File: src/rtl/odr_pkg.sv
package odr_pkg;

   // Where an operand of the instruction in the operand-read stage comes from
   typedef enum logic [1:0] {
      SRC_ZERO = 2'd0,   // unused source or register 0
      SRC_RF   = 2'd1,   // register file (with write-back write-through)
      SRC_BYP  = 2'd2,   // execute-2 forwarding path
      SRC_WAIT = 2'd3    // not reachable yet, hold the stage
   } opsrc_e;

endpackage

File: src/rtl/odr_regfile.sv
module odr_regfile #(
   parameter int unsigned XLEN = 32,
   parameter int unsigned NREG = 16,
   localparam int unsigned AW = $clog2(NREG)
) (
   input  logic            clk,
   input  logic            we,
   input  logic [AW-1:0]   wa,
   input  logic [XLEN-1:0] wd,
   input  logic            re_a,
   input  logic [AW-1:0]   ra_a,
   output logic [XLEN-1:0] rd_a,
   input  logic            re_b,
   input  logic [AW-1:0]   ra_b,
   output logic [XLEN-1:0] rd_b
);

   logic [XLEN-1:0] mem [NREG];

   always_ff @(posedge clk) begin
      if (we && wa != '0) mem[wa] <= wd;
   end

   // one read port per source; write-through gives the new value in the write cycle
   function automatic logic [XLEN-1:0] rd_port(input logic re, input logic [AW-1:0] ra);
      logic [XLEN-1:0] v;
      v = '0;
      if (re && ra != '0) begin
         if (we && wa == ra) v = wd;
         else                v = mem[ra];
      end
      return v;
   endfunction

   always_comb rd_a = rd_port(re_a, ra_a);
   always_comb rd_b = rd_port(re_b, ra_b);

endmodule

File: src/rtl/odr_src_resolve.sv
module odr_src_resolve
   import odr_pkg::*;
#(
   parameter int unsigned AW        = 4,
   parameter bit          ALLOW_BYP = 1'b0
) (
   input  logic          use_v,
   input  logic [AW-1:0] src,
   input  logic          x1_hit_v,
   input  logic [AW-1:0] x1_dst,
   input  logic          x2_hit_v,
   input  logic [AW-1:0] x2_dst,
   output opsrc_e        sel
);

   logic   live;
   logic   x1_match;
   logic   x2_match;
   opsrc_e x2_sel;

   assign live     = use_v && (src != '0);
   assign x1_match = x1_hit_v && (x1_dst == src);
   assign x2_match = x2_hit_v && (x2_dst == src);

   // a port either owns the execute-2 forwarding path or must wait for write-back
   generate
      if (ALLOW_BYP) begin : g_fwd
         assign x2_sel = SRC_BYP;
      end else begin : g_nofwd
         assign x2_sel = SRC_WAIT;
      end
   endgenerate

   // youngest producer first: execute 1 shadows execute 2
   always_comb begin
      if (!live)         sel = SRC_ZERO;
      else if (x1_match) sel = SRC_WAIT;
      else if (x2_match) sel = x2_sel;
      else               sel = SRC_RF;
   end

endmodule

File: src/rtl/odr_usage_ctr.sv
module odr_usage_ctr #(
   parameter int unsigned CNT_W = 16
) (
   input  logic             clk,
   input  logic             rst_n,
   input  logic [1:0]       rd_inc,
   input  logic [1:0]       byp_inc,
   output logic [CNT_W-1:0] rd_cnt,
   output logic [CNT_W-1:0] byp_cnt
);

   always_ff @(posedge clk or negedge rst_n) begin
      if (!rst_n) begin
         rd_cnt  <= '0;
         byp_cnt <= '0;
      end else begin
         rd_cnt  <= rd_cnt  + CNT_W'(rd_inc);
         byp_cnt <= byp_cnt + CNT_W'(byp_inc);
      end
   end

endmodule

File: src/rtl/ondemand_opread.sv
module ondemand_opread
   import odr_pkg::*;
#(
   parameter int unsigned XLEN         = 32,
   parameter int unsigned NREG         = 16,
   parameter int unsigned CNT_W        = 16,
   parameter bit          PORTB_BYPASS = 1'b1,
   localparam int unsigned AW = $clog2(NREG)
) (
   input  logic             clk,
   input  logic             rst_n,
   input  logic             dec_vld,
   input  logic             dec_sa_vld,
   input  logic [AW-1:0]    dec_sa,
   input  logic             dec_sb_vld,
   input  logic [AW-1:0]    dec_sb,
   input  logic             dec_dst_vld,
   input  logic [AW-1:0]    dec_dst,
   output logic             dec_hold,
   input  logic             x2_vld,
   input  logic [AW-1:0]    x2_dst,
   input  logic [XLEN-1:0]  x2_res,
   input  logic             wb_vld,
   input  logic [AW-1:0]    wb_dst,
   input  logic [XLEN-1:0]  wb_data,
   output logic             rf_rd_en_a,
   output logic             rf_rd_en_b,
   output logic             x1_vld,
   output logic [XLEN-1:0]  x1_opa,
   output logic [XLEN-1:0]  x1_opb,
   output logic             x1_dst_vld,
   output logic [AW-1:0]    x1_dst,
   output logic [CNT_W-1:0] rf_rd_cnt,
   output logic [CNT_W-1:0] byp_cnt
);

   // elaboration-time parameter checks
   generate
      if (NREG < 2 || (NREG & (NREG - 1)) != 0) begin : g_bad_nreg
         $error("NREG must be a power of two, at least 2");
      end
      if (XLEN < 1) begin : g_bad_xlen
         $error("XLEN must be at least 1");
      end
      if (CNT_W < 2) begin : g_bad_cnt
         $error("CNT_W must be at least 2");
      end
   endgenerate

   // operand-read stage register
   logic          or_vld;
   logic          or_sa_v;
   logic [AW-1:0] or_sa;
   logic          or_sb_v;
   logic [AW-1:0] or_sb;
   logic          or_dv;
   logic [AW-1:0] or_dst;

   opsrc_e sel_a;
   opsrc_e sel_b;
   logic   hold;
   logic   adv;
   logic [XLEN-1:0] rf_a;
   logic [XLEN-1:0] rf_b;
   logic [XLEN-1:0] opa_n;
   logic [XLEN-1:0] opb_n;
   logic   x1_hit_v;

   assign x1_hit_v = x1_vld && x1_dst_vld;

   // port A never owns a forwarding path; port B does when the option is set
   odr_src_resolve #(.AW(AW), .ALLOW_BYP(1'b0)) u_res_a (
      .use_v    (or_vld && or_sa_v),
      .src      (or_sa),
      .x1_hit_v (x1_hit_v),
      .x1_dst   (x1_dst),
      .x2_hit_v (x2_vld),
      .x2_dst   (x2_dst),
      .sel      (sel_a)
   );

   odr_src_resolve #(.AW(AW), .ALLOW_BYP(PORTB_BYPASS)) u_res_b (
      .use_v    (or_vld && or_sb_v),
      .src      (or_sb),
      .x1_hit_v (x1_hit_v),
      .x1_dst   (x1_dst),
      .x2_hit_v (x2_vld),
      .x2_dst   (x2_dst),
      .sel      (sel_b)
   );

   assign hold       = or_vld && (sel_a == SRC_WAIT || sel_b == SRC_WAIT);
   assign adv        = or_vld && !hold;
   assign dec_hold   = hold;
   assign rf_rd_en_a = adv && (sel_a == SRC_RF);
   assign rf_rd_en_b = adv && (sel_b == SRC_RF);

   odr_regfile #(.XLEN(XLEN), .NREG(NREG)) u_rf (
      .clk  (clk),
      .we   (wb_vld),
      .wa   (wb_dst),
      .wd   (wb_data),
      .re_a (rf_rd_en_a),
      .ra_a (or_sa),
      .rd_a (rf_a),
      .re_b (rf_rd_en_b),
      .ra_b (or_sb),
      .rd_b (rf_b)
   );

   function automatic logic [XLEN-1:0] pick(input opsrc_e s, input logic [XLEN-1:0] rf_v);
      logic [XLEN-1:0] v;
      case (s)
         SRC_RF:  v = rf_v;
         SRC_BYP: v = x2_res;
         default: v = '0;
      endcase
      return v;
   endfunction

   always_comb opa_n = pick(sel_a, rf_a);
   always_comb opb_n = pick(sel_b, rf_b);

   always_ff @(posedge clk or negedge rst_n) begin
      if (!rst_n) begin
         or_vld  <= 1'b0;
         or_sa_v <= 1'b0;
         or_sa   <= '0;
         or_sb_v <= 1'b0;
         or_sb   <= '0;
         or_dv   <= 1'b0;
         or_dst  <= '0;
      end else if (!hold) begin
         or_vld  <= dec_vld;
         or_sa_v <= dec_sa_vld;
         or_sa   <= dec_sa;
         or_sb_v <= dec_sb_vld;
         or_sb   <= dec_sb;
         or_dv   <= dec_dst_vld;
         or_dst  <= dec_dst;
      end
   end

   always_ff @(posedge clk or negedge rst_n) begin
      if (!rst_n) begin
         x1_vld     <= 1'b0;
         x1_opa     <= '0;
         x1_opb     <= '0;
         x1_dst_vld <= 1'b0;
         x1_dst     <= '0;
      end else begin
         x1_vld     <= adv;
         x1_dst_vld <= adv && or_dv;
         if (adv) begin
            x1_opa <= opa_n;
            x1_opb <= opb_n;
            x1_dst <= or_dst;
         end
      end
   end

   odr_usage_ctr #(.CNT_W(CNT_W)) u_ctr (
      .clk     (clk),
      .rst_n   (rst_n),
      .rd_inc  ({1'b0, rf_rd_en_a} + {1'b0, rf_rd_en_b}),
      .byp_inc ({1'b0, adv && sel_a == SRC_BYP} + {1'b0, adv && sel_b == SRC_BYP}),
      .rd_cnt  (rf_rd_cnt),
      .byp_cnt (byp_cnt)
   );

endmodule

File: config.mk
export PLATFORM = sky130hd
export DESIGN_NAME = ondemand_opread
export DESIGN_NICKNAME = d
export VERILOG_FILES = /design/src/rtl/odr_pkg.sv /design/src/rtl/odr_regfile.sv /design/src/rtl/odr_src_resolve.sv /design/src/rtl/odr_usage_ctr.sv /design/src/rtl/ondemand_opread.sv
export SDC_FILE = /design/constraint.sdc
export NUM_CORES = 1
export LEC_CHECK = 0
export ABC_AREA = 1
export ABC_CLOCK_PERIOD_IN_PS = 4430
export BUFFER_PORTS_ARGS = -buffer_cell sky130_fd_sc_hd__buf_2
export CAP_MARGIN = 20
export CORE_MARGIN = 4
export CORE_UTILIZATION = 35
export DETAILED_ROUTE_END_ITERATION = 10
export PLACE_DENSITY = 0.64
export REMOVE_ABC_BUFFERS = 1
export SYNTH_ARGS = -nofsm -noshare
export SYNTH_HDL_FRONTEND = slang
export SYNTH_SLANG_ARGS = --single-unit
File: constraint.sdc
create_clock -name clk -period 4.43 [get_ports clk]
set_input_delay 0 -clock clk [delete_from_list [all_inputs] [get_ports clk]]
set_output_delay 0 -clock clk [all_outputs]
set_load 0.005 [all_outputs]
==> impl_summary.log <==
[metrics] placed cell count: ~4600
[metrics] number of cell rows: ~110
[metrics] top area cells in the synthesized netlist: edfxtp_1 (50%), nand2_1 (15%), nand3_1 (11%)
[metrics] fraction of registers with async set or reset after synthesis: 18.7%
[metrics] weighted congestion at the end of routability-driven global placement: 0.831
[metrics] area used by multi-input combinational logic: approximately 12000 um2
[metrics] Chip Width: approximately 310 um
[metrics] area fraction of the dominant cell type after synthesis: around half
[metrics] number of flops mapped to enable cells by yosys: slightly above 500
[metrics] area of the core: 87300 um2
[metrics] worst setup skew after layout: approximately 0.029 ns
[metrics] post-synth top area cell: edfxtp_1
[metrics] Peak Freq: roughly 240 MHz
[metrics] met3 usage in global routing: about 3.6%
[metrics] number of global-route vias before repair: ~26000
[metrics] Layout area overhead: 17.3%
[metrics] number of clock sinks seen by CTS: 630
[metrics] distinct cell type count of the synthesized netlist: 40
[metrics] data arrival time of the critical path: ~4.7 ns
[metrics] max_cap viols: 0
[metrics] startpoint of the most critical setup path: or_sb[0]
[metrics] result of the run: complete, no violations
[metrics] pin count of the biggest net entering global routing: between 150 and 200
[metrics] Setup Viol. Count Final: 0
[metrics] final instance count without filler cells: slightly below 5000
[metrics] met2 track utilization from global routing: between 30% and 40%
[metrics] buffer cell driving the clock tree root: clkbuf_16
[metrics] post-CTS setup-driven buffer insertion count: 0
[metrics] count of unresolved DRC violations after routing: 0
[metrics] total count of hold-check failures in the final report: 0
[metrics] Port Buffers: ~200
[metrics] path class of the lowest-slack min-delay path: input pin to async pin
[metrics] # nets final: between 3000 and 4000
[metrics] initial core utilization: 35.5%
[metrics] half-perimeter wire length of the detailed placement result: 54900 um
[metrics] initial DRC count: between 2000 and 3000
[metrics] sequential cell area in the final layout: between 15000 and 20000 um2
[metrics] gate count of the mapped netlist: about 3400
[metrics] Most Used Layer, Global Route: met2
[metrics] most frequent cell after synthesis: nand2_1
[metrics] total congestion overflow: 0
[metrics] standby leakage power: about 0.015 uW
[metrics] reg-to-reg critical path startpoint: or_sb[0]
[metrics] number of vias in the routed layout: approximately 27000
[metrics] detailed-route wire length: between 100000 and 150000 um
[metrics] FF-to-FF setup slack: 0.30 ns
[metrics] global router's overall resource usage: about a fifth
[metrics] I/O Pins: 197
[metrics] synthesized area divided by synthesized cell count: 8.99 um2
[metrics] cts bufs inserted: just over 70
[metrics] time the worst path needs with I/O delays and setup: between 4 and 5 ns
[metrics] top fanout value on the critical path: 137
[metrics] number of vias per cell after detailed routing: around 5.5
[metrics] antenna violations before repair: 4
[metrics] register clock-pin slew on the reported worst setup and hold paths: 0.06 ns
[metrics] Die ar.: a little over 90000 um2
[metrics] Tcrit/Tclk final: between 90% and 100%
[metrics] total power density per cell area: 400 nW/um2
[metrics] buffer depth of the longest clock path: 3
[metrics] commonest cells in the netlist: nand2_1 (1269), nand3_1 (670), edfxtp_1 (512)
[metrics] fraction of the yosys area taken by sequential cells: between 50% and 60%
[metrics] Slew Limit Headroom: 20.8%
[metrics] Critical Path End Type: flop
[metrics] routing usage on met1: between 20% and 30%
[metrics] clock tree from TritonCTS: built
[metrics] clock insertion delay at the later pin of the skew report: roughly 0.62 ns
[metrics] Final Util: 41.6%
[metrics] detailed-router iteration count before antenna repair: 6
[metrics] remaining number of nets flagged by the antenna check after routing: 0
[metrics] height of the die: just over 300 um
[metrics] Worst Setup Path Type: flop to flop
[metrics] # fillers: 8434
[metrics] maximum vdd drop: roughly 0.23 mV
[metrics] count of synthesis-stage warnings from yosys: 0
[metrics] actual transition at the worst max-transition pin: 1.19 ns
[metrics] unrepaired setup endpoints after global routing: false
[metrics] crit start category: flop
[metrics] register bit total from synthesis: 630
[metrics] prevailing post-synth register cell: edfxtp_1
[metrics] htree depth: 3
[metrics] global-route wire length before repair: approximately 150000 um
[metrics] fraction of layout instances using a drive strength above 1: approximately 11%
[metrics] Final Slew Violations: 0
[metrics] cell area after synthesis: 31000 um2
[metrics] Routed wire per std cell: 21.0 um
[metrics] Worst EP required: 4.96 ns
routing by layer:
metal / wire length, um / part of all wire, %
met1: 40000 / 39
met5: 7 / 0.0069
met4: 4510 / 4.4
met2: 48800 / 48
met3: 8600 / 8.4
layout make-up:
class                      instances  area share [%]
antenna                            3          0.0207
clock buffer                      96            5.52
clock inverter                    35           0.999
inverter                          60           0.668
multi-input combinational       2534            31.7
sequential                       630            50.5
tap                             1155            3.98
timing repair buffer             344            6.61
sequential cells by signal, indices dropped and copies added (netlist names), 4 cells and up:
signal and count:
or_sb 4, x1_dst 4, u_ctr.rd_cnt 16, or_dst 4, u_ctr.byp_cnt 16, x1_opb 32, x1_opa 32, u_rf.mem 512
or_sa 4
metrics by stage:
stage	area [um2]	power, uW	worst slack (ns)	setup TNS, ns	hold WS [ns]
after floorplan	29900	7860	-8.08	-816.70	-0.296
after global placement	33000	8530	0.353	0	0.159
after detailed placement	33000	8550	0.352	0	0.160
after CTS	36300	14600	0.322	0	0.0756
after global routing	36300	15100	0.00264	0	0.147
final	36300	14500	0.304	0	0.0671
placed cells by master, fill, tap and decap left out, types with 5 or more instances in the layout:
cell type,count
nor3_1,6
clkinv_1,11
o21ai_0,70
a21oi_1,229
xor2_1,20
a22oi_1,60
nor2_4,17
a211oi_1,11
xnor2_1,11
buf_4,51
inv_1,49
clkinv_2,13
buf_2,195
nand3_1,669
o21ai_1,29
clkbuf_1,17
nand2_1,1269
conb_1,33
edfxtp_1,512
inv_2,5
nor2_1,76
clkbuf_16,76
buf_12,6
dlygate4sd3_1,91
bufinv_16,7
dfrtp_1,110
power breakdown:
part           internal, uW  switching [uW]  total, uW
clock                  3590            2410       6000
sequential             6640             146       6790
combinational           555            1170       1730
total                 10800            3720      14500
path summary, 6_finish.rpt:
check                                  end  cells after the start
max in group asynchronous       x1_opa[19]                      3
worst min-delay path            x1_opa[21]                      2
min in group clk                 or_dst[2]                      4
worst max register to register   x1_opb[0]                     14
worst max-delay path             x1_opb[0]                     14
worst min register to register   x1_opb[7]                      2
critical path: stages (launching register included):
cell           delay [ns]
dfrtp_4              0.44
buf_4                0.59
buf_12               0.56
buf_4                0.81
a21oi_1              0.12
o21ai_0              0.11
nand3_1              0.09
nand3_1              0.16
nand3_1              0.11
nand2_1              0.10
nand3_1              0.08
nand2_1              0.09
dlygate4sd3_1        0.55
nand2_1              0.05
nand2_1              0.08
what timing repair did:
action,CTS,global route
endpoints found under the setup margin,0,1
resized for setup,0,1
hold endpoints to repair,677,0
hold buffers,91,0
cells by family after synthesis:
| logic type | Yosys count | share of synthesized area [%] |
|---|---|---|
| xor+xnor | 31 | 0.876 |
| simple gates | 2054 | 27.9 |
| flops | 630 | 59.2 |
| fa+ha+maj | 7 | 0.331 |
| compound gates | 409 | 7.25 |
| buf+inv | 313 | 4.48 |
| other cells | 2 | 0.0242 |
No activity file was read; power rests on OpenSTA's default activity.
